[src/rtl/wiper_pkg.sv]
`timescale 1ns/1ps
package wiper_pkg;
  typedef enum logic {
    DIR_DN = 1'b0,
    DIR_UP = 1'b1
  } dir_e;
endpackage

[src/rtl/wiper_sync.sv]
`timescale 1ns/1ps
// Multi-flop synchroniser followed by a single edge-detect register.
module wiper_sync #(
  parameter int   STAGES  = 2,
  parameter logic RST_VAL = 1'b0
) (
  input  logic clk,
  input  logic rst_n,
  input  logic d_async,
  output logic lvl,
  output logic rise,
  output logic fall
);
  logic [STAGES-1:0] chain;
  logic              prev;

  always_ff @(posedge clk or negedge rst_n) begin
    if (!rst_n) begin
      chain <= {STAGES{RST_VAL}};
    end else begin
      chain[0] <= d_async;
    end
  end

  generate
    for (genvar s = 1; s < STAGES; s++) begin : g_stage
      always_ff @(posedge clk or negedge rst_n) begin
        if (!rst_n) chain[s] <= RST_VAL;
        else        chain[s] <= chain[s-1];
      end
    end
  endgenerate

  always_ff @(posedge clk or negedge rst_n) begin
    if (!rst_n) prev <= RST_VAL;
    else        prev <= chain[STAGES-1];
  end

  assign lvl  = chain[STAGES-1];
  assign rise = lvl & ~prev;
  assign fall = ~lvl & prev;
endmodule

[src/rtl/wiper_session.sv]
`timescale 1ns/1ps
// Session control: direction latch, step qualification, early-step monitor.
module wiper_session
  import wiper_pkg::*;
#(
  parameter int MIN_GAP = 4,
  localparam int GAP_W  = $clog2(MIN_GAP + 1)
) (
  input  logic clk,
  input  logic rst_n,
  input  logic sel_lvl,   // synchronised, 1 = idle
  input  logic sel_fall,
  input  logic ud_lvl,
  input  logic ud_rise,
  output dir_e dir,
  output logic step,
  output logic late_err
);
  localparam logic [GAP_W-1:0] GAP_LIM = GAP_W'(MIN_GAP);

  logic [GAP_W-1:0] gap;
  logic             active;
  logic             early;

  assign active = ~sel_lvl;
  assign step   = ud_rise & active & ~sel_fall;
  assign early  = ud_rise & active & (sel_fall | (gap < GAP_LIM));

  always_ff @(posedge clk or negedge rst_n) begin
    if (!rst_n) begin
      dir <= DIR_UP;
    end else if (sel_fall) begin
      dir <= dir_e'(ud_lvl);
    end
  end

  always_ff @(posedge clk or negedge rst_n) begin
    if (!rst_n) begin
      gap <= '0;
    end else if (sel_fall) begin
      gap <= GAP_W'(1);
    end else if (active && (gap < GAP_LIM)) begin
      gap <= gap + 1'b1;
    end
  end

  always_ff @(posedge clk or negedge rst_n) begin
    if (!rst_n)     late_err <= 1'b0;
    else if (early) late_err <= 1'b1;
  end
endmodule

[src/rtl/wiper_counter.sv]
`timescale 1ns/1ps
// Saturating tap counter with a registered one-hot decode.
module wiper_counter
  import wiper_pkg::*;
#(
  parameter int TAPS = 32,
  localparam int W   = $clog2(TAPS)
) (
  input  logic           clk,
  input  logic           rst_n,
  input  logic           step,
  input  dir_e           dir,
  output logic [W-1:0]   idx,
  output logic [TAPS-1:0] onehot
);
  localparam logic [W-1:0] TOP = W'(TAPS - 1);
  localparam logic [W-1:0] MID = W'(TAPS / 2);

  logic [W-1:0] nxt;

  always_comb begin
    nxt = idx;
    if (step) begin
      if (dir == DIR_UP) begin
        if (idx != TOP) nxt = idx + 1'b1;
      end else begin
        if (idx != '0) nxt = idx - 1'b1;
      end
    end
  end

  always_ff @(posedge clk or negedge rst_n) begin
    if (!rst_n) idx <= MID;
    else        idx <= nxt;
  end

  generate
    for (genvar t = 0; t < TAPS; t++) begin : g_tap
      always_ff @(posedge clk or negedge rst_n) begin
        if (!rst_n) onehot[t] <= (t == TAPS / 2);
        else        onehot[t] <= (nxt == W'(t));
      end
    end
  endgenerate
endmodule

[src/rtl/wiper_stepper.sv]
`timescale 1ns/1ps
module wiper_stepper
  import wiper_pkg::*;
#(
  parameter int  TAPS        = 32,
  parameter int  SYNC_STAGES = 2,
  parameter int  MIN_GAP     = 4,
  localparam int IDX_W       = $clog2(TAPS)
) (
  input  logic             clk,
  input  logic             rst_n,
  input  logic             sel_n_in,
  input  logic             updn_in,
  output logic [IDX_W-1:0] tap_idx,
  output logic [TAPS-1:0]  tap_onehot,
  output logic             at_min,
  output logic             at_max,
  output logic             timing_err
);
  logic sel_lvl, sel_rise_unused, sel_fall;
  logic ud_lvl, ud_rise, ud_fall_unused;
  logic step;
  dir_e dir;

  wiper_sync #(.STAGES(SYNC_STAGES), .RST_VAL(1'b1)) u_sel_sync (
    .clk(clk), .rst_n(rst_n), .d_async(sel_n_in),
    .lvl(sel_lvl), .rise(sel_rise_unused), .fall(sel_fall)
  );

  wiper_sync #(.STAGES(SYNC_STAGES), .RST_VAL(1'b0)) u_ud_sync (
    .clk(clk), .rst_n(rst_n), .d_async(updn_in),
    .lvl(ud_lvl), .rise(ud_rise), .fall(ud_fall_unused)
  );

  wiper_session #(.MIN_GAP(MIN_GAP)) u_session (
    .clk(clk), .rst_n(rst_n),
    .sel_lvl(sel_lvl), .sel_fall(sel_fall),
    .ud_lvl(ud_lvl), .ud_rise(ud_rise),
    .dir(dir), .step(step), .late_err(timing_err)
  );

  wiper_counter #(.TAPS(TAPS)) u_counter (
    .clk(clk), .rst_n(rst_n), .step(step), .dir(dir),
    .idx(tap_idx), .onehot(tap_onehot)
  );

  assign at_min = (tap_idx == '0);
  assign at_max = (tap_idx == IDX_W'(TAPS - 1));

  logic unused_ok;
  assign unused_ok = sel_rise_unused ^ ud_fall_unused;
endmodule

[config.mk]
export PLATFORM = sky130hd
export DESIGN_NAME = wiper_stepper
export DESIGN_NICKNAME = d
export VERILOG_FILES = /design/src/rtl/wiper_pkg.sv /design/src/rtl/wiper_sync.sv /design/src/rtl/wiper_session.sv /design/src/rtl/wiper_counter.sv /design/src/rtl/wiper_stepper.sv
export SDC_FILE = /design/constraint.sdc
export NUM_CORES = 1
export LEC_CHECK = 0
export ABC_AREA = 1
export BUFFER_PORTS_ARGS = -buffer_cell sky130_fd_sc_hd__buf_2
export CAP_MARGIN = 10
export CORE_MARGIN = 2
export CORE_UTILIZATION = 48
export CTS_CLUSTER_DIAMETER = 200
export DETAILED_ROUTE_END_ITERATION = 8
export PLACE_DENSITY = 0.74
export REMOVE_ABC_BUFFERS = 1
export SYNTH_ARGS = -nofsm -noshare
export SYNTH_HDL_FRONTEND = slang
export SYNTH_SLANG_ARGS = --single-unit
[constraint.sdc]
create_clock -name clk -period 1.7 [get_ports clk]
set_input_delay 0.34 -clock clk [delete_from_list [all_inputs] [get_ports clk]]
set_output_delay 0.34 -clock clk [all_outputs]
set_load 0.03 [all_outputs]
==> results of run 1 <==
==> how the worst max path moves through the flow <==
stage / startpoint / endpoint / slack, ns
2_1_floorplan: u_counter.idx[0] / u_counter.onehot[16] / -0.27
3_3_place_gp: u_counter.idx[0] / u_counter.onehot[21] / -0.05
3_5_place_dp: u_counter.idx[0] / u_counter.onehot[21] / -0.09
4_1_cts: u_counter.idx[0] / u_counter.onehot[11] / 0.008
5_1_grt: u_counter.idx[0] / u_counter.onehot[4] / -0.18
6_report: u_counter.idx[0] / u_counter.onehot[20] / -0.05
==> through the flow <==
stage               instances  total power [W]
floorplan                 205         0.003003
global placement          313         0.003643
detailed placement        313         0.003683
CTS                       323         0.004706
global route              329         0.005164
finish                    329         0.004886
==> layout by cell type (no fill, tap or decap), drive strengths merged, types with 2 or more instances in the layout <==
| cell | n |
|---|---|
| nor2 | 46 |
| ha | 3 |
| clkinv | 2 |
| inv | 18 |
| a21oi | 3 |
| buf | 62 |
| o21ai | 3 |
| dfrtp | 42 |
| nand3 | 16 |
| nand4 | 3 |
| nand2 | 60 |
| dfstp | 6 |
| clkbuf | 7 |
==> power by group through the flow <==
stage	Clock, W	Combinational (W)	Sequential [W]
global placement	0	0.00209	0.00155
detailed placement	0	0.00213	0.00155
global route	0.000904	0.00268	0.00158
floorplan	0	0.00110	0.00190
finish	0.000853	0.00247	0.00156
CTS	0.000863	0.00230	0.00155
==> final cells by class <==
cell class              count  area [sq um]  share of cell area (%)
inverters                  18         82.58                   2.958
multi-input cells         139         888.4                   31.82
repair buffers             63         416.7                   14.93
clock inverters             2         38.79                   1.390
repair inverters            1         6.256                  0.2241
well taps                  52         65.06                   2.331
clock buffers               6         82.58                   2.958
flip-flops and latches     48          1211                   43.39
==> flip-flops by register name, summed over array words and instances (netlist names) <==
name / count
u_counter.idx: 5
u_counter.onehot: 32
u_sel_sync.chain: 1
u_sel_sync.lvl: 1
u_sel_sync.prev: 1
u_session.dir: 1
u_session.gap: 3
u_session.late_err: 1
u_ud_sync.chain: 1
u_ud_sync.lvl: 1
u_ud_sync.prev: 1
==> repair_timing <==
action,in CTS,in global routing
pin swaps,2,7
buffers inserted,2,4
endpoints found under the setup margin,33,34
resized for setup,15,24
cloned,0,2
==> worst max-delay path, stage by stage (launching register included) <==
cell and delay (ns):
sky130_fd_sc_hd__dfrtp_2 0.45, sky130_fd_sc_hd__inv_2 0.09, sky130_fd_sc_hd__ha_4 0.17, sky130_fd_sc_hd__xor2_1 0.16, sky130_fd_sc_hd__nand2_1 0.07, sky130_fd_sc_hd__nand2_1 0.10
sky130_fd_sc_hd__nand2_1 0.06, sky130_fd_sc_hd__nand2_1 0.07, sky130_fd_sc_hd__nand2_2 0.10, sky130_fd_sc_hd__nor2_4 0.20, sky130_fd_sc_hd__nand2_1 0.12, sky130_fd_sc_hd__nor2_1 0.10
==> metal layers <==
layer / vias to the layer above / track usage [%] / wire length, um
met2: 46 / 31.24 / 2594
met3: 0 / 4.040 / 183
li1: 786 / - / -
met1: 813 / 26.15 / 2040
met4: 0 / 3.205 / 0
met5: - / 0 / 0
==> cell families after synthesis <==
kind of cell	synth area share, %
compound gates	3.418
xor+xnor	0.8251
fa+ha+maj	1.768
buf+inv	5.480
flops	56.92
simple gates	31.58
==> impl_metrics.py, run 1 <==
metrics = {
    "outcome": {
        "run_status": "finished, violations left",
        "failed_checks": "setup timing",
    },
    "grt": {
        "global_route_wire_length_before_repair_um": 7424,
        "grt_max_degree": 49,
        "antenna_violations_before_repair": 0,
        "groute.usage.overall_pct": 18.85,
        "gr-total-overflow": 0,
        "first_global_vias": 1573,
    },
    "job": {
        "maxCapViolCount": 0,
    },
    "clocking": {
        "cts_buffers": 5,
        "cts_buffer_depth": 2,
        "cts_htree_levels": 2,
        "clkSinkCount": 48,
        "root_buffer": "sky130_fd_sc_hd__clkbuf_8",
        "clock_latency_reported_for_the_late_side_of_the_worst_skew_pair_ns": 0.30,
        "cts_hold_buffers": 0,
        "tritoncts": "built",
        "cts.clk_slew.worst_paths_ns": 0.09,
    },
    "die": {
        "std_cell_rows": 24,
        "core_sq_um": 4294,
        "floorplan.initialDensity_pct": 49.45,
        "chipHeight_um": 70.51,
        "io_pins": 44,
        "floorplan.die_area_sq_um": 4972,
        "die_w_um": 70.51,
    },
    "synthesis": {
        "async_flop_share_pct": 100.0,
        "ys_dominant_reg_cell": "sky130_fd_sc_hd__dfrtp_1",
        "yosys.area.top_type": "sky130_fd_sc_hd__dfrtp_1",
        "post_synth_num_cell_types": 29,
        "ys_seq_area_share_pct": 56.92,
        "synthesis.area_per_instance_sq_um": 10.11,
        "synth_top_area_share_pct": 49.50,
        "synthesis.instances": 210,
        "yosys-top-cells-count": "sky130_fd_sc_hd__nand2_1 (47), sky130_fd_sc_hd__dfrtp_1 (42), sky130_fd_sc_hd__nor2_1 (28)",
        "synth_edf_count": 0,
        "post_synth_instance_area_sq_um": 2123,
        "synth_most_common_cell": "sky130_fd_sc_hd__nand2_1",
        "synth_area_leaders": "sky130_fd_sc_hd__dfrtp_1 (49%), sky130_fd_sc_hd__nand2_1 (8.3%), sky130_fd_sc_hd__dfstp_2 (7.4%)",
        "synth-warning-count": 0,
        "synth_seq_cells": 48,
    },
    "worst_setup_path": {
        "r2r_start": "u_counter.idx[0]",
        "worst_setup_path_end_kind": "flop",
        "crit_fanout": 4,
        "worst_r2r_path_depth": 11,
        "crit_required_ns": 1.93,
        "start_kind": "flop",
        "timing.reg2reg.setup_slack_ns": -0.05,
        "worstSetupPathType": "flop to flop",
        "critical_path.reg2reg.endpoint": "u_counter.onehot[20]",
        "timing.critical_path.arrival_ns": 1.98,
    },
    "timing": {
        "period_needed_ns": 1.753,
        "final-setup-viol-count": 9,
        "max_clock_freq_mhz": 570.6,
        "transition_time_at_the_pin_with_the_least_slew_margin_ns": 0.3774,
        "final.setup_skew_ns": 0.009547,
        "max-slew-margin-rel_pct": 74.84,
        "grt_setup_unrepaired": "true",
        "final_hold_viol_count": 0,
        "period_share_pct": 103.1,
        "final.setup.tns_ns": -0.1808,
        "final-max-slew-violation-count": 0,
        "timing.hold.ws_ns": 0.01355,
        "timing.final.ws_setup_ns": -0.05256,
    },
    "layout": {
        "flow.area_growth_from_synthesis_pct": 31.47,
        "filler_cell_count": 351,
        "design_area_sq_um": 2791,
        "final_layout_size_suffix_gt1_share_pct": 51.26,
        "fin_nets": 283,
        "final_core_utilization_pct": 65.01,
        "num_antenna_cells": 0,
    },
    "detailed_routing": {
        "drt_pre_antenna_iters": 4,
        "number_of_vias_per_cell": 5.000,
        "drc": 0,
        "drtIter0Drc": 77,
        "final_antenna_net_count": 0,
        "routed-via-count": 1645,
        "drt-total-wl_um": 4818,
        "drt-wirelength-per-cell_um": 14.64,
    },
    "power": {
        "power.sequential.fraction_pct": 31.9,
        "cellLeakagePower_nw": 1.465,
        "pwr_dens_nw_per_um2": 1751,
        "switch_share_pct": 43.97,
        "net_switching_component_of_the_power_w": 0.002148,
        "clock_power_share_pct": 17.5,
        "power.combinational.fraction_pct": 50.6,
        "vdd_drop_max_mv": 1.146,
        "internal_power_w": 0.002738,
    },
    "placement": {
        "post-place-ws_ns": -0.09119,
        "place_area_sq_um": 2482,
        "finalWeightedCongestion": 0.8322,
        "place.detailed.hpwl_um": 3162,
        "count_of_port_buffers_added_during_placement": 43,
    },
    "worst_hold_path": {
        "hold_path_class": "input pin to async pin",
    },
}
Note: power is estimated with default switching activity, not from simulation.
==> run 2: changes to the inputs <==
--- a/config.mk
+++ b/config.mk
@@ -8,12 +8,15 @@
 export ABC_AREA = 1
 export BUFFER_PORTS_ARGS = -buffer_cell sky130_fd_sc_hd__buf_2
 export CAP_MARGIN = 10
+export CELL_PAD_IN_SITES_DETAIL_PLACEMENT = 1
+export CELL_PAD_IN_SITES_GLOBAL_PLACEMENT = 2
 export CORE_MARGIN = 2
-export CORE_UTILIZATION = 48
+export CORE_UTILIZATION = 29
 export CTS_CLUSTER_DIAMETER = 200
 export DETAILED_ROUTE_END_ITERATION = 8
-export PLACE_DENSITY = 0.74
+export PLACE_DENSITY_LB_ADDON = 0.1
 export REMOVE_ABC_BUFFERS = 1
 export SYNTH_ARGS = -nofsm -noshare
 export SYNTH_HDL_FRONTEND = slang
+export SYNTH_HIERARCHICAL = 1
 export SYNTH_SLANG_ARGS = --single-unit
==> impl_metrics.py, run 2 <==
metrics = {
    "clocking": {
        "cts_htree_levels": 2,
        "clkSinkCount": 48,
        "cts_buffers": 5,
        "clock_latency_reported_for_the_late_side_of_the_worst_skew_pair_ns": 0.30,
        "cts.clk_slew.worst_paths_ns": 0.09,
        "cts_buffer_depth": 2,
        "root_buffer": "sky130_fd_sc_hd__clkbuf_8",
        "tritoncts": "built",
    },
    "outcome": {
        "run_status": "finished clean",
    },
    "detailed_routing": {
        "final_antenna_net_count": 0,
        "drc": 0,
        "number_of_vias_per_cell": 4.257,
        "drt-total-wl_um": 5645,
        "drtIter0Drc": 40,
        "routed-via-count": 1724,
        "drt-wirelength-per-cell_um": 13.94,
        "drt_pre_antenna_iters": 4,
    },
    "power": {
        "internal_power_w": 0.002679,
        "vdd_drop_max_mv": 0.4529,
        "switch_share_pct": 45.90,
        "clock_power_share_pct": 14.4,
        "net_switching_component_of_the_power_w": 0.002272,
        "pwr_dens_nw_per_um2": 1642,
        "power.combinational.fraction_pct": 54.8,
        "cellLeakagePower_nw": 1.555,
        "power.sequential.fraction_pct": 30.7,
    },
    "die": {
        "floorplan.initialDensity_pct": 29.47,
        "die_w_um": 89.16,
        "std_cell_rows": 31,
        "floorplan.die_area_sq_um": 7950,
        "chipHeight_um": 89.16,
        "io_pins": 44,
        "core_sq_um": 7137,
    },
    "grt": {
        "gr-total-overflow": 0,
        "global_route_wire_length_before_repair_um": 9011,
        "first_global_vias": 1801,
        "antenna_violations_before_repair": 0,
        "grt_max_degree": 21,
        "groute.usage.overall_pct": 15.35,
    },
    "layout": {
        "flow.area_growth_from_synthesis_pct": 43.37,
        "num_antenna_cells": 0,
        "design_area_sq_um": 3015,
        "most_common_library_cell_in_the_layout_ignoring_fill_and_taps": "sky130_fd_sc_hd__buf_2",
        "fin_nets": 312,
        "final_cell_mix": "sky130_fd_sc_hd__buf_2 (41), sky130_fd_sc_hd__nand2_1 (38), sky130_fd_sc_hd__dfrtp_1 (38), sky130_fd_sc_hd__buf_4 (34), sky130_fd_sc_hd__nor2_1 (25)",
        "filler_cell_count": 854,
        "largest_register_ffs": 32,
        "registers_with_the_most_flip_flops": "u_counter/onehot x32, u_counter/idx x5, u_session/gap x3",
        "largest-register": "u_counter/onehot",
        "final_layout_size_suffix_gt1_share_pct": 56.54,
    },
    "timing": {
        "final.setup_skew_ns": 0.01072,
        "final_hold_viol_count": 0,
        "final-setup-viol-count": 0,
        "timing.final.ws_setup_ns": 0.001809,
        "max_clock_freq_mhz": 588.9,
        "transition_time_at_the_pin_with_the_least_slew_margin_ns": 0.4736,
        "final.setup.tns_ns": 0,
        "period_share_pct": 99.89,
        "period_needed_ns": 1.698,
        "grt_setup_unrepaired": "true",
        "timing.hold.ws_ns": 0.1251,
        "final-max-slew-violation-count": 0,
        "max-slew-margin-rel_pct": 68.43,
    },
    "worst_setup_path": {
        "start_kind": "flop",
        "crit_required_ns": 1.93,
        "worstSetupPathType": "flop to flop",
        "crit_fanout": 6,
        "worst_setup_path_end_kind": "flop",
        "timing.critical_path.arrival_ns": 1.93,
    },
    "synthesis": {
        "post_synth_instance_area_sq_um": 2103,
        "synth-warning-count": 6,
        "synthesis.area_per_instance_sq_um": 9.432,
        "synthesis.instances": 223,
    },
    "job": {
        "maxCapViolCount": 0,
    },
    "placement": {
        "post-place-ws_ns": -0.1057,
        "place_area_sq_um": 2590,
        "place.detailed.hpwl_um": 3970,
        "finalWeightedCongestion": 0.7508,
        "count_of_port_buffers_added_during_placement": 43,
    },
    "worst_hold_path": {
        "hold_path_class": "input pin to flop",
    },
}
-- run 2: final timing paths --
| check | cells past startpoint | startpoint | end | slack [ns] |
|---|---|---|---|---|
| worst min-delay path | 1 | sel_n_in | u_sel_sync/chain[0] | 0.13 |
| worst min register to register | 0 | u_sel_sync/chain[0] | u_sel_sync/lvl | 0.36 |
| min in group asynchronous | 2 | rst_n | u_counter/onehot[11] | 0.52 |
| worst max-delay path | 11 | u_counter/idx[3] | u_counter/onehot[25] | 0.002 |
| max in group asynchronous | 3 | rst_n | u_counter/onehot[22] | 0.56 |
| worst max register to register | 11 | u_counter/idx[3] | u_counter/onehot[25] | 0.002 |
-- run 2: power groups by stage --
stage          Sequential (W)  Clock [W]  Combinational, W
3_5_place_dp          0.00153          0           0.00221
4_1_cts               0.00151   0.000743           0.00242
6_report              0.00152   0.000714           0.00272
5_1_grt               0.00155   0.000784           0.00299
2_1_floorplan         0.00184          0           0.00113
3_3_place_gp          0.00153          0           0.00221
-- run 2: per-stage QoR --
stage,std cells,utilization [%],power (W)
finish,405,42.25,0.004951
floorplan,219,-,0.002977
global route,405,42.25,0.005325
global placement,384,36.29,0.003741
detailed placement,384,36.29,0.003741
CTS,403,39.60,0.004672
-- run 2: final cells by class --
class                      instances  area [sq um]  area share [%]
clock buffer                       7         86.33           2.863
clock inverter                     1         8.758          0.2905
inverter                          20         85.08           2.822
multi-input combinational        151         993.5           32.95
sequential                        48          1214           40.25
tap                               99         123.9           4.108
timing repair buffer              79         504.2           16.72
-- run 2: what timing repair did --
action,in CTS,in global routing
gates resized for setup,19,55
setup endpoints to repair,34,34
endpoints found under the hold margin,12,0
pin swaps,3,13
hold buffers,1,0
gates cloned,1,0
setup buffers,9,2
-- run 2: layer usage --
layer / part of all wire (%) / vias to the layer above / global-route usage [%]
met5: 0 / - / 0
met3: 2.6 / 8 / 3.324
met4: 1.3 / 0 / 4.885
met2: 50 / 23 / 25.12
met1: 46 / 846 / 20.35
li1: - / 847 / -
-- run 2: critical path, cell delays in order (launching register included) --
cell	delay, ns
sky130_fd_sc_hd__dfrtp_2	0.49
sky130_fd_sc_hd__nor2_2	0.22
sky130_fd_sc_hd__nand3_4	0.14
sky130_fd_sc_hd__nand2_4	0.09
sky130_fd_sc_hd__nand2_4	0.06
sky130_fd_sc_hd__nand2_4	0.06
sky130_fd_sc_hd__nand2_4	0.06
sky130_fd_sc_hd__nand2_8	0.10
sky130_fd_sc_hd__inv_8	0.05
sky130_fd_sc_hd__nor2_4	0.15
sky130_fd_sc_hd__nand2_2	0.09
sky130_fd_sc_hd__nor2_2	0.11
==> run 3: changes to the inputs <==
--- a/config.mk
+++ b/config.mk
@@ -14,7 +14,7 @@
 export CORE_UTILIZATION = 29
 export CTS_CLUSTER_DIAMETER = 200
 export DETAILED_ROUTE_END_ITERATION = 8
-export PLACE_DENSITY_LB_ADDON = 0.1
+export PLACE_DENSITY = 0.79
 export REMOVE_ABC_BUFFERS = 1
 export SYNTH_ARGS = -nofsm -noshare
 export SYNTH_HDL_FRONTEND = slang
==> impl_metrics.py, run 3 (synthesis results as in run 2) <==
metrics = {
    "power": {
        "cellLeakagePower_nw": 1.601,
        "pwr_dens_nw_per_um2": 1670,
        "totalPowerFinal_w": 0.005137,
        "vdd_drop_max_mv": 0.6286,
    },
    "layout": {
        "largest_register_ffs": 32,
        "fin_nets": 314,
        "final_layout_size_suffix_gt1_share_pct": 56.17,
        "final_cell_mix": "sky130_fd_sc_hd__buf_2 (41), sky130_fd_sc_hd__nand2_1 (40), sky130_fd_sc_hd__dfrtp_1 (38), sky130_fd_sc_hd__buf_4 (32), sky130_fd_sc_hd__nor2_1 (24)",
        "most_common_library_cell_in_the_layout_ignoring_fill_and_taps": "sky130_fd_sc_hd__buf_2",
        "flow.area_growth_from_synthesis_pct": 46.22,
        "final_core_utilization_pct": 43.09,
        "design_area_sq_um": 3075,
        "registers_with_the_most_flip_flops": "u_counter/onehot x32, u_counter/idx x5, u_session/gap x3",
        "filler_cell_count": 834,
        "multiInputGateArea_sq_um": 964.7,
        "storage_cell_area_sq_um": 1214,
        "largest-register": "u_counter/onehot",
        "num_antenna_cells": 0,
    },
    "clocking": {
        "clkSinkCount": 48,
        "cts.clk_slew.worst_paths_ns": 0.09,
        "tritoncts": "built",
        "cts_htree_levels": 2,
        "cts_buffer_depth": 2,
        "root_buffer": "sky130_fd_sc_hd__clkbuf_8",
        "cts_buffers": 5,
        "clock_latency_reported_for_the_late_side_of_the_worst_skew_pair_ns": 0.30,
    },
    "worst_setup_path": {
        "timing.critical_path.arrival_ns": 1.92,
        "crit_fanout": 4,
        "r2r_start": "u_counter/idx[1]",
        "worst_setup_path_end_kind": "flop",
        "start_kind": "flop",
        "startpoint": "u_counter/idx[1]",
        "worstSetupPathType": "flop to flop",
        "crit_required_ns": 1.94,
    },
    "timing": {
        "period_needed_ns": 1.689,
        "max-slew-margin-rel_pct": 74.21,
        "period_share_pct": 99.33,
        "final-max-slew-violation-count": 0,
        "max_clock_freq_mhz": 592.2,
        "final.setup.tns_ns": 0,
        "final.setup_skew_ns": 0.01226,
        "timing.hold.ws_ns": 0.1323,
        "final-setup-viol-count": 0,
        "grt_setup_unrepaired": "true",
        "final_hold_viol_count": 0,
        "transition_time_at_the_pin_with_the_least_slew_margin_ns": 0.3869,
    },
    "die": {
        "die_w_um": 89.16,
        "floorplan.die_area_sq_um": 7950,
        "std_cell_rows": 31,
        "io_pins": 44,
        "chipHeight_um": 89.16,
        "floorplan.initialDensity_pct": 29.47,
        "core_sq_um": 7137,
    },
    "detailed_routing": {
        "final_antenna_net_count": 0,
        "drt-wirelength-per-cell_um": 13.10,
        "drt-total-wl_um": 5331,
        "drc": 0,
        "routed-via-count": 1714,
        "drt_pre_antenna_iters": 4,
        "number_of_vias_per_cell": 4.211,
        "drtIter0Drc": 73,
    },
    "outcome": {
        "run_status": "finished clean",
    },
    "placement": {
        "place_area_sq_um": 2580,
        "finalWeightedCongestion": 0.8291,
        "place.detailed.hpwl_um": 3785,
        "count_of_port_buffers_added_during_placement": 43,
    },
    "grt": {
        "first_global_vias": 1737,
        "gr-total-overflow": 0,
        "antenna_violations_before_repair": 0,
        "global_route_wire_length_before_repair_um": 8597,
        "groute.usage.overall_pct": 14.24,
        "grt_max_degree": 25,
    },
    "job": {
        "maxCapViolCount": 0,
    },
    "worst_hold_path": {
        "hold_path_class": "input pin to flop",
        "min_from": "sel_n_in",
    },
}
## run 3: worst max-delay path, stage by stage (launching register included)
cell and delay (ns):
sky130_fd_sc_hd__dfrtp_2 0.45, sky130_fd_sc_hd__inv_2 0.09, sky130_fd_sc_hd__ha_4 0.15, sky130_fd_sc_hd__xor2_1 0.17
sky130_fd_sc_hd__nand2_1 0.09, sky130_fd_sc_hd__nand2_2 0.08, sky130_fd_sc_hd__nand2_1 0.05, sky130_fd_sc_hd__nand2_1 0.07
sky130_fd_sc_hd__nand2_2 0.09, sky130_fd_sc_hd__nor2_4 0.17, sky130_fd_sc_hd__nand2_1 0.09, sky130_fd_sc_hd__nor2_1 0.10
## run 3: cell type report
type                            count  share of cell area, %
Sequential cell                    48                  39.46
Multi-Input combinational cell    151                  31.37
Timing Repair Buffer               81                  17.78
Tap cell                           99                  4.028
Inverter                           20                  2.889
Clock buffer                        5                  2.238
Clock inverter                      3                  2.238
## run 3: repair_timing
item | in CTS | in global routing
endpoints found under the hold margin | 11 | 0
setup endpoints to repair | 34 | 34
resized for setup | 18 | 54
cloned | 0 | 1
hold buffers | 1 | 0
pin swaps | 4 | 12
buffers inserted | 4 | 12
## run 3: worst paths after layout
check                      cells past startpoint  slack [ns]              endpoint
min in group asynchronous                      2        0.50   u_counter/onehot[8]
max in group asynchronous                      3        0.68       u_sel_sync/prev
hold reg to reg                                0        0.36        u_sel_sync/lvl
hold / removal                                 1        0.13   u_sel_sync/chain[0]
setup / recovery                              11        0.01  u_counter/onehot[29]
setup reg to reg                              11        0.01  u_counter/onehot[29]
## run 3: through the flow
stage	setup slack, ns	cells
2_1_floorplan	-0.2474	219
3_3_place_gp	-0.02249	381
3_5_place_dp	-0.06464	381
4_1_cts	0.004789	394
5_1_grt	-0.08332	407
6_report	0.01131	407
## run 3: power by group
group	internal (W)	total, W	switching (W)
Clock	0.000592	0.000973	0.000381
Combinational	0.000994	0.00264	0.00165
Sequential	0.00135	0.00152	0.000173
## run 3: routing by layer
layer | routed length [um] | global-route usage [%] | vias to the layer above | part of all wire (%)
li1 | - | - | 850 | -
met1 | 2314 | 18.36 | 829 | 43
met2 | 2678 | 23.64 | 31 | 50
met3 | 291 | 4.617 | 4 | 5.5
met4 | 46 | 2.849 | 0 | 0.86
met5 | 0 | 0 | - | 0
